--- config.mk ---
export PLATFORM = sky130hd
export DESIGN_NAME = bdchain_walker
export DESIGN_NICKNAME = d
export VERILOG_FILES = /design/src/rtl/bdchain_pkg.sv /design/src/rtl/bdchain_decode.sv /design/src/rtl/bdchain_events.sv /design/src/rtl/bdchain_walker.sv
export SDC_FILE = /design/constraint.sdc
export NUM_CORES = 1
export LEC_CHECK = 0
export BUFFER_PORTS_ARGS = -buffer_cell sky130_fd_sc_hd__buf_2
export CAP_MARGIN = 20
export CORE_MARGIN = 4
export CORE_UTILIZATION = 30
export DETAILED_ROUTE_END_ITERATION = 10
export GPL_TIMING_DRIVEN = 0
export HOLD_SLACK_MARGIN = 0.05
export PLACE_DENSITY = 0.5
export RECOVER_POWER = 25
export SLEW_MARGIN = 20
export SYNTH_ARGS = -nofsm -noshare
export SYNTH_HDL_FRONTEND = slang
export SYNTH_SLANG_ARGS = --single-unit
--- constraint.sdc ---
create_clock -name clk -period 4.88 [get_ports clk]
set_input_delay 0.976 -clock clk [delete_from_list [all_inputs] [get_ports clk]]
set_output_delay 0.976 -clock clk [all_outputs]
set_load 0.02 [all_outputs]
--- src/rtl/bdchain_pkg.sv ---
package bdchain_pkg;

    localparam int unsigned WORD_W  = 32;
    localparam int unsigned LEN_W   = 9;

    // control word bit positions (decoded by software and hardware alike)
    localparam int unsigned B_BD_IE  = 16;
    localparam int unsigned B_PKT_IE = 17;
    localparam int unsigned B_LIFM   = 18;
    localparam int unsigned B_END    = 19;
    localparam int unsigned B_RX     = 20;
    localparam int unsigned B_X2     = 22;
    localparam int unsigned B_X4     = 23;
    localparam int unsigned B_LSB    = 25;
    localparam int unsigned B_DEV_LO = 28;
    localparam int unsigned B_CSREL  = 30;
    localparam int unsigned B_OWN    = 31;

    typedef enum logic [2:0] {
        ST_IDLE, ST_RD_CTRL, ST_RD_BUF, ST_RD_NEXT, ST_XFER, ST_WB
    } walk_state_t;

    typedef enum logic [1:0] {
        LANE_X1 = 2'd0, LANE_X2 = 2'd1, LANE_X4 = 2'd2
    } lane_t;

    typedef struct packed {
        logic [LEN_W-1:0] len;
        logic             rx;
        lane_t            lanes;
        logic             lsb;
        logic [1:0]       dev;
    } xfer_cmd_t;

    typedef struct packed {
        logic owned;
        logic len_bad;
        logic chain_end;
        logic bd_ie;
        logic pkt_ev;
        logic cs_rel;
    } desc_flags_t;

    function automatic lane_t pick_lanes(input logic x2, input logic x4);
        if (x4)      return LANE_X4;
        else if (x2) return LANE_X2;
        else         return LANE_X1;
    endfunction

endpackage

--- src/rtl/bdchain_decode.sv ---
module bdchain_decode
    import bdchain_pkg::*;
#(
    parameter int unsigned MAX_LEN = 256
) (
    input  logic [WORD_W-1:0] ctrl_word,
    output xfer_cmd_t         cmd,
    output desc_flags_t       flags
);
    logic unused_bits;
    assign unused_bits = ^{ctrl_word[15:LEN_W], ctrl_word[21], ctrl_word[24],
                           ctrl_word[27:26]};

    always_comb begin
        cmd.len   = ctrl_word[LEN_W-1:0];
        cmd.rx    = ctrl_word[B_RX];
        cmd.lanes = pick_lanes(ctrl_word[B_X2], ctrl_word[B_X4]);
        cmd.lsb   = ctrl_word[B_LSB];
        cmd.dev   = ctrl_word[B_DEV_LO+1:B_DEV_LO];

        flags.owned     = ctrl_word[B_OWN];
        flags.len_bad   = {{(WORD_W-LEN_W){1'b0}}, ctrl_word[LEN_W-1:0]} > WORD_W'(MAX_LEN);
        flags.chain_end = ctrl_word[B_END];
        flags.bd_ie     = ctrl_word[B_BD_IE];
        flags.pkt_ev    = ctrl_word[B_PKT_IE] & ctrl_word[B_LIFM];
        flags.cs_rel    = ctrl_word[B_CSREL];
    end
endmodule

--- src/rtl/bdchain_events.sv ---
module bdchain_events
    import bdchain_pkg::*;
(
    input  logic        clk,
    input  logic        rst,
    input  logic        desc_done,
    input  logic        fault,
    input  desc_flags_t flags,
    output logic        ev_bd_done,
    output logic        ev_pkt_done,
    output logic        ev_dma_err,
    output logic        cs_release
);
    always_ff @(posedge clk) begin
        if (rst) begin
            ev_bd_done  <= 1'b0;
            ev_pkt_done <= 1'b0;
            ev_dma_err  <= 1'b0;
            cs_release  <= 1'b0;
        end else begin
            ev_bd_done  <= desc_done & flags.bd_ie;
            ev_pkt_done <= desc_done & flags.pkt_ev;
            ev_dma_err  <= fault;
            cs_release  <= fault | (desc_done & flags.cs_rel);
        end
    end

    // every fault releases chip select
    a_r10_err_releases_cs: assert property (@(posedge clk) disable iff (rst)
        ev_dma_err |-> cs_release);

    // a done pulse and a fault never share a cycle
    a_r5_done_not_err: assert property (@(posedge clk) disable iff (rst)
        ev_bd_done |-> !ev_dma_err);
endmodule

--- src/rtl/bdchain_walker.sv ---
module bdchain_walker
    import bdchain_pkg::*;
#(
    parameter int unsigned AW      = 32,
    parameter int unsigned MAX_LEN = 256
) (
    input  logic              clk,
    input  logic              rst,
    input  logic              eng_wr,
    input  logic [2:0]        eng_wdata,
    input  logic [AW-1:0]     base_addr,
    output logic              rd_req,
    output logic [AW-1:0]     rd_addr,
    input  logic              rd_ack,
    input  logic [WORD_W-1:0] rd_data,
    input  logic              rd_err,
    output logic              wr_req,
    output logic [AW-1:0]     wr_addr,
    output logic [WORD_W-1:0] wr_data,
    input  logic              wr_ack,
    output logic              cmd_valid,
    output logic [LEN_W-1:0]  cmd_len,
    output logic [1:0]        cmd_lanes,
    output logic              cmd_rx,
    output logic              cmd_lsb,
    output logic [1:0]        cmd_dev,
    output logic [AW-1:0]     cmd_buf,
    input  logic              xfer_done,
    output logic              ev_bd_done,
    output logic              ev_pkt_done,
    output logic              ev_dma_err,
    output logic              cs_release,
    output logic              busy,
    output logic [AW-1:0]     cur_addr
);
    localparam logic [AW-1:0] OFS_STAT = AW'(4);
    localparam logic [AW-1:0] OFS_BUF  = AW'(8);
    localparam logic [AW-1:0] OFS_NEXT = AW'(12);

    walk_state_t       state;
    logic [AW-1:0]     cur_q, buf_q, next_q;
    logic [WORD_W-1:0] ctrl_q;
    logic              poll_q;

    xfer_cmd_t   live_cmd, held_cmd;
    desc_flags_t live_flags, held_flags;

    bdchain_decode #(.MAX_LEN(MAX_LEN)) u_dec_live (
        .ctrl_word(rd_data), .cmd(live_cmd), .flags(live_flags));
    bdchain_decode #(.MAX_LEN(MAX_LEN)) u_dec_held (
        .ctrl_word(ctrl_q), .cmd(held_cmd), .flags(held_flags));

    logic stop_req, start_req, fault, desc_done, ctrl_bad;

    assign stop_req  = eng_wr & ~eng_wdata[0];
    assign start_req = eng_wr & eng_wdata[0] & eng_wdata[2] & (state == ST_IDLE);
    assign ctrl_bad  = rd_err | (~live_flags.owned & ~poll_q)
                     | (live_flags.owned & live_flags.len_bad);
    assign fault     = ~stop_req & rd_ack &
                       (((state == ST_RD_CTRL) & ctrl_bad) |
                        (((state == ST_RD_BUF) | (state == ST_RD_NEXT)) & rd_err));
    assign desc_done = ~stop_req & (state == ST_WB) & wr_ack;

    always_ff @(posedge clk) begin
        if (rst) begin
            state  <= ST_IDLE;
            cur_q  <= '0;
            buf_q  <= '0;
            next_q <= '0;
            ctrl_q <= '0;
            poll_q <= 1'b0;
        end else if (stop_req) begin
            state <= ST_IDLE;
        end else begin
            if (eng_wr) poll_q <= eng_wdata[1];
            unique case (state)
                ST_IDLE: if (start_req) begin
                    cur_q <= base_addr;
                    state <= ST_RD_CTRL;
                end
                ST_RD_CTRL: if (rd_ack) begin
                    if (fault) state <= ST_IDLE;
                    else if (live_flags.owned) begin
                        ctrl_q <= rd_data;
                        state  <= ST_RD_BUF;
                    end
                end
                ST_RD_BUF: if (rd_ack) begin
                    if (rd_err) state <= ST_IDLE;
                    else begin
                        buf_q <= rd_data[AW-1:0];
                        state <= ST_RD_NEXT;
                    end
                end
                ST_RD_NEXT: if (rd_ack) begin
                    if (rd_err) state <= ST_IDLE;
                    else begin
                        next_q <= rd_data[AW-1:0];
                        state  <= ST_XFER;
                    end
                end
                ST_XFER: if (xfer_done) state <= ST_WB;
                ST_WB: if (wr_ack) begin
                    if (held_flags.chain_end || next_q == '0) state <= ST_IDLE;
                    else begin
                        cur_q <= next_q;
                        state <= ST_RD_CTRL;
                    end
                end
                default: state <= ST_IDLE;
            endcase
        end
    end

    always_comb begin
        rd_req  = (state == ST_RD_CTRL) | (state == ST_RD_BUF) | (state == ST_RD_NEXT);
        unique case (state)
            ST_RD_BUF:  rd_addr = cur_q + OFS_BUF;
            ST_RD_NEXT: rd_addr = cur_q + OFS_NEXT;
            default:    rd_addr = cur_q;
        endcase
        wr_req  = (state == ST_WB);
        wr_addr = cur_q + OFS_STAT;
        wr_data = {1'b0, ctrl_q[WORD_W-2:0]};
    end

    assign cmd_valid = (state == ST_XFER);
    assign cmd_len   = held_cmd.len;
    assign cmd_lanes = held_cmd.lanes;
    assign cmd_rx    = held_cmd.rx;
    assign cmd_lsb   = held_cmd.lsb;
    assign cmd_dev   = held_cmd.dev;
    assign cmd_buf   = buf_q;
    assign busy      = (state != ST_IDLE);
    assign cur_addr  = cur_q;

    bdchain_events u_events (
        .clk(clk), .rst(rst), .desc_done(desc_done), .fault(fault),
        .flags(held_flags), .ev_bd_done(ev_bd_done), .ev_pkt_done(ev_pkt_done),
        .ev_dma_err(ev_dma_err), .cs_release(cs_release));

    // a pending read keeps its address
    a_r12_rd_hold: assert property (@(posedge clk) disable iff (rst)
        (rd_req && !rd_ack && !eng_wr) |=> (rd_req && $stable(rd_addr)));

    // requests never overlap
    a_r12_exclusive: assert property (@(posedge clk) disable iff (rst)
        $countones({rd_req, wr_req, cmd_valid}) <= 1);

    // command held until the shifter finishes
    a_r4_cmd_hold: assert property (@(posedge clk) disable iff (rst)
        (cmd_valid && !xfer_done && !eng_wr) |=>
        (cmd_valid && $stable({cmd_len, cmd_lanes, cmd_rx, cmd_lsb, cmd_dev, cmd_buf})));

    // lane code 3 never issued
    a_r3_lane_code: assert property (@(posedge clk) disable iff (rst)
        cmd_valid |-> (cmd_lanes != 2'b11));

    // no oversized command reaches the shifter
    a_r9_len_limit: assert property (@(posedge clk) disable iff (rst)
        cmd_valid |-> ({{(WORD_W-LEN_W){1'b0}}, cmd_len} <= WORD_W'(MAX_LEN)));

    // a fault leaves the walker idle
    a_r7_err_idle: assert property (@(posedge clk) disable iff (rst)
        ev_dma_err |-> !busy);

    // stop write idles the walker with no completion events
    a_r11_stop: assert property (@(posedge clk) disable iff (rst)
        (eng_wr && !eng_wdata[0]) |=> (!busy && !ev_bd_done && !ev_pkt_done));
endmodule

==> flow_summary_export.csv <==
group,metric,value,unit
sta,rsz0062_at_grt,"false",
cts,cts_hold_buf,0,
job,cap_violations,0,
sta,max_slew_margin,0.411,
cts,clkTransAtPathRegs,0.06,ns
critical_path,crit_arrival,2.98,ns
cells_and_area,diodes,0,
sta,hold-worst-slack,0.453,ns
cells_and_area,final_layout_size_suffix_gt1_frac,0.258,
yosys,synthTopCellsByArea,"dfxtp_1 39%, nand2_1 13%, a21oi_1 8.0%, xnor2_1 5.8%, a221oi_2 4.5%",
grt,grt_overflow,0,
floorplan,fp.dieW,160,um
worst_hold_path,hp-class,"reg2reg",
status,status,"finished, final reports clean",
sta,fin_skew,0.0103,ns
critical_path,path_max_fanout,10,
yosys,ys_seq_elements,135,
cts,root_buffer,"clkbuf_16",
pwr,powerDensity,467,nW/um^2
detailed_routing,dr.pass1.iters,5,
floorplan,std_cell_rows,55,
floorplan,start_util,0.307,
cts,cts_made_buffers,17,
yosys,synthArstFlopShare,0,
cts,post_cts_resized,0,
grt,grt_max_degree,17,
critical_path,r2r_slack,2.50,ns
critical_path,critPathLaunchType,"flop",
pwr,p_total,0.00424,W
critical_path,path_cells,"clkbuf_1 -> buf_2 -> a31oi_1 -> nor4_2 -> and2_1 -> nand3_1 -> xnor2_1 -> buf_2",
place,place_area,8590,um^2
cts,clkSinkCount,135,
yosys,yosys_warnings,0,
cells_and_area,area_growth,30.4,%
yosys,synth_top_area_frac,0.388,
floorplan,ios,257,
yosys,netlist_area,6960,um^2
sta,setup_violations,0,
yosys,synth-edff-count,0,
pwr,leakagePower,3.62,nW
place,dpl_worst_slack,1.60,ns
cts,cts_tree,"yes",
yosys,avgSynthCellArea,7.87,um^2
cells_and_area,nets,1236,
critical_path,crit_path_frequent_cell,"buf_2",
sta,timing.final.crit_share,0.811,
place,io_buffer_count,255,
floorplan,core,22700,um^2
sta,drv_slew,0,
grt,grt_usage,0.191,
yosys,synth_flop_cell,"dfxtp_1",
detailed_routing,remaining_drc_errors,0,
cts,clk_latency,0.41,ns
floorplan,dieArea,25700,um^2
yosys,syn_nets,962,
cts,cts_setup_buffers,0,
detailed_routing,drtIter0Drc,265,
sta,fin_crit,3.96,ns
yosys,synth.largest_area_cell,"dfxtp_1",
yosys,yosysSeqAreaShare,0.388,
grt,grt_pass1_vias,6786,
cells_and_area,final_area,9080,um^2
detailed_routing,wl_per_cell,17.3,um
critical_path,crit_buf_inv,3,
critical_path,path_class,"reg2out",
place,gpl.final_weighted_congestion,0.846,
detailed_routing,ant_nets,0,
sta,layout_setup_ws,0.922,ns
grt,antenna_found_initial,3,
detailed_routing,routed_wl,25100,um
yosys,syn_inst,884,
cells_and_area,n_fill_cell,2493,
cts,cts_htree_levels,4,
critical_path,critPathMaxStageDelay,0.62,ns
cells_and_area,seqCellArea,2700,um^2
cts,cts_max_path_buffers,2,
sta,worstMarginPinSlew,0.883,ns
cells_and_area,multi_input_area,3710,um^2
sta,fmax,253,MHz
critical_path,cp-end-kind,"primary output",
grt,grt_pass1_wl,39200,um
detailed_routing,vias,6841,
place,hpwl,20400,um
sta,finalHoldViolCount,0,
floorplan,die_h,160,um
sta,tns,0,ns
yosys,ys_types,54,
critical_path,cp_data_required_time,3.90,ns
pwr,ir_drop,0.250,mV
detailed_routing,via_per_inst,4.70,
critical_path,cp_slowest_cell,"nor4_2",
critical_path,crit_family,"simple AND/OR/NAND/NOR gates",
## layout by cell type, fill, tap and decap left out, types with 3 or more instances in the layout
cell type	count
and2_1	24
o21ai_0	8
nand3_1	16
ha_1	4
nand4_1	13
a211oi_1	23
inv_6	3
nand2_1	241
xnor2_1	46
or3_1	3
clkbuf_16	17
inv_1	25
clkbuf_1	110
clkinv_4	5
clkinv_2	3
a221oi_2	21
a21oi_1	111
nor3_1	11
and4_1	4
buf_6	3
dfxtp_1	135
and3_1	5
mux2_4	9
xor2_1	10
buf_2	204
nor2b_1	15
buf_4	21
clkbuf_2	3
nor2_1	27
a31oi_1	3
nor4_1	12
or4_1	3
## metrics by stage
| stage | util | cells |
|---|---|---|
| 6_report | 0.400 | 1456 |
| 5_1_grt | 0.400 | 1456 |
| 3_5_place_dp | 0.378 | 1424 |
| 3_3_place_gp | 0.378 | 1424 |
| 2_1_floorplan | - | 884 |
| 4_1_cts | 0.404 | 1456 |
## cell families (layout without fill, tap and decap cells)
family,count (synthesis),count (layout),share of synthesized area
adder cells (fa/ha/maj),4,4,0.00719
buffers and inverters,110,397,0.0786
XOR/XNOR,56,56,0.0705
other,1,1,0.000539
multiplexers,11,11,0.0226
flip-flops,135,135,0.388
AND/OR/NAND/NOR,388,388,0.255
AO/OA/AOI/OAI,179,179,0.178
## tightest hold or removal path: stages, from the launching register on
cell,delay (ns)
dfxtp_1,0.31
nand2_1,0.05
a21oi_1,0.05
## layout make-up
class / count / area share
Buffer: 84 / 0.0491
Clock buffer: 19 / 0.0477
Clock inverter: 13 / 0.0160
Inverter: 26 / 0.0107
Multi-Input combinational cell: 639 / 0.409
Sequential cell: 135 / 0.298
Tap cell: 285 / 0.0393
Timing Repair Buffer: 255 / 0.131
## per-layer routing
layer,part of all wire,GRT usage,vias to the layer above
met2,0.45,0.302,217
met1,0.47,0.263,3075
met5,0.0012,0,-
li1,-,-,3524
met3,0.062,0.0531,19
met4,0.0092,0.0411,6
## cells in the mapped netlist, types with 5 or more instances
master,number
xnor2_1,46
a211oi_1,23
buf_2,20
nor2b_1,15
a221oi_2,21
nor3_1,11
clkbuf_1,35
o21ai_0,8
nand4_1,13
nor2_1,27
nand3_1,16
xor2_1,10
buf_4,22
nor4_1,12
mux2_4,9
nand2_1,241
and3_1,5
and2_1,25
a21oi_1,111
dfxtp_1,135
inv_1,25
## report_power, final
group / switching [W] / internal, W
logic: 0.00106 / 0.000585
registers: 0.000119 / 0.00121
clock network: 0.000501 / 0.000758
## state kept, by name (all words and copies together), names as in the netlist
signal                cells
cmd_buf                  32
ctrl_q                   31
cur_addr                 32
next_q                   32
poll_q                    1
state                     3
u_events.cs_release       1
u_events.ev_bd_done       1
u_events.ev_dma_err       1
u_events.ev_pkt_done      1
## path summary, 6_finish.rpt
kind         startpoint     endpoint  depth (start not counted)
max            state[0]  rd_addr[25]                          8
min          ctrl_q[12]   ctrl_q[12]                          2
max reg2reg    state[0]  cur_addr[1]                          7
min reg2reg  ctrl_q[12]   ctrl_q[12]                          2
Note: power is estimated with default switching activity, not from simulation.
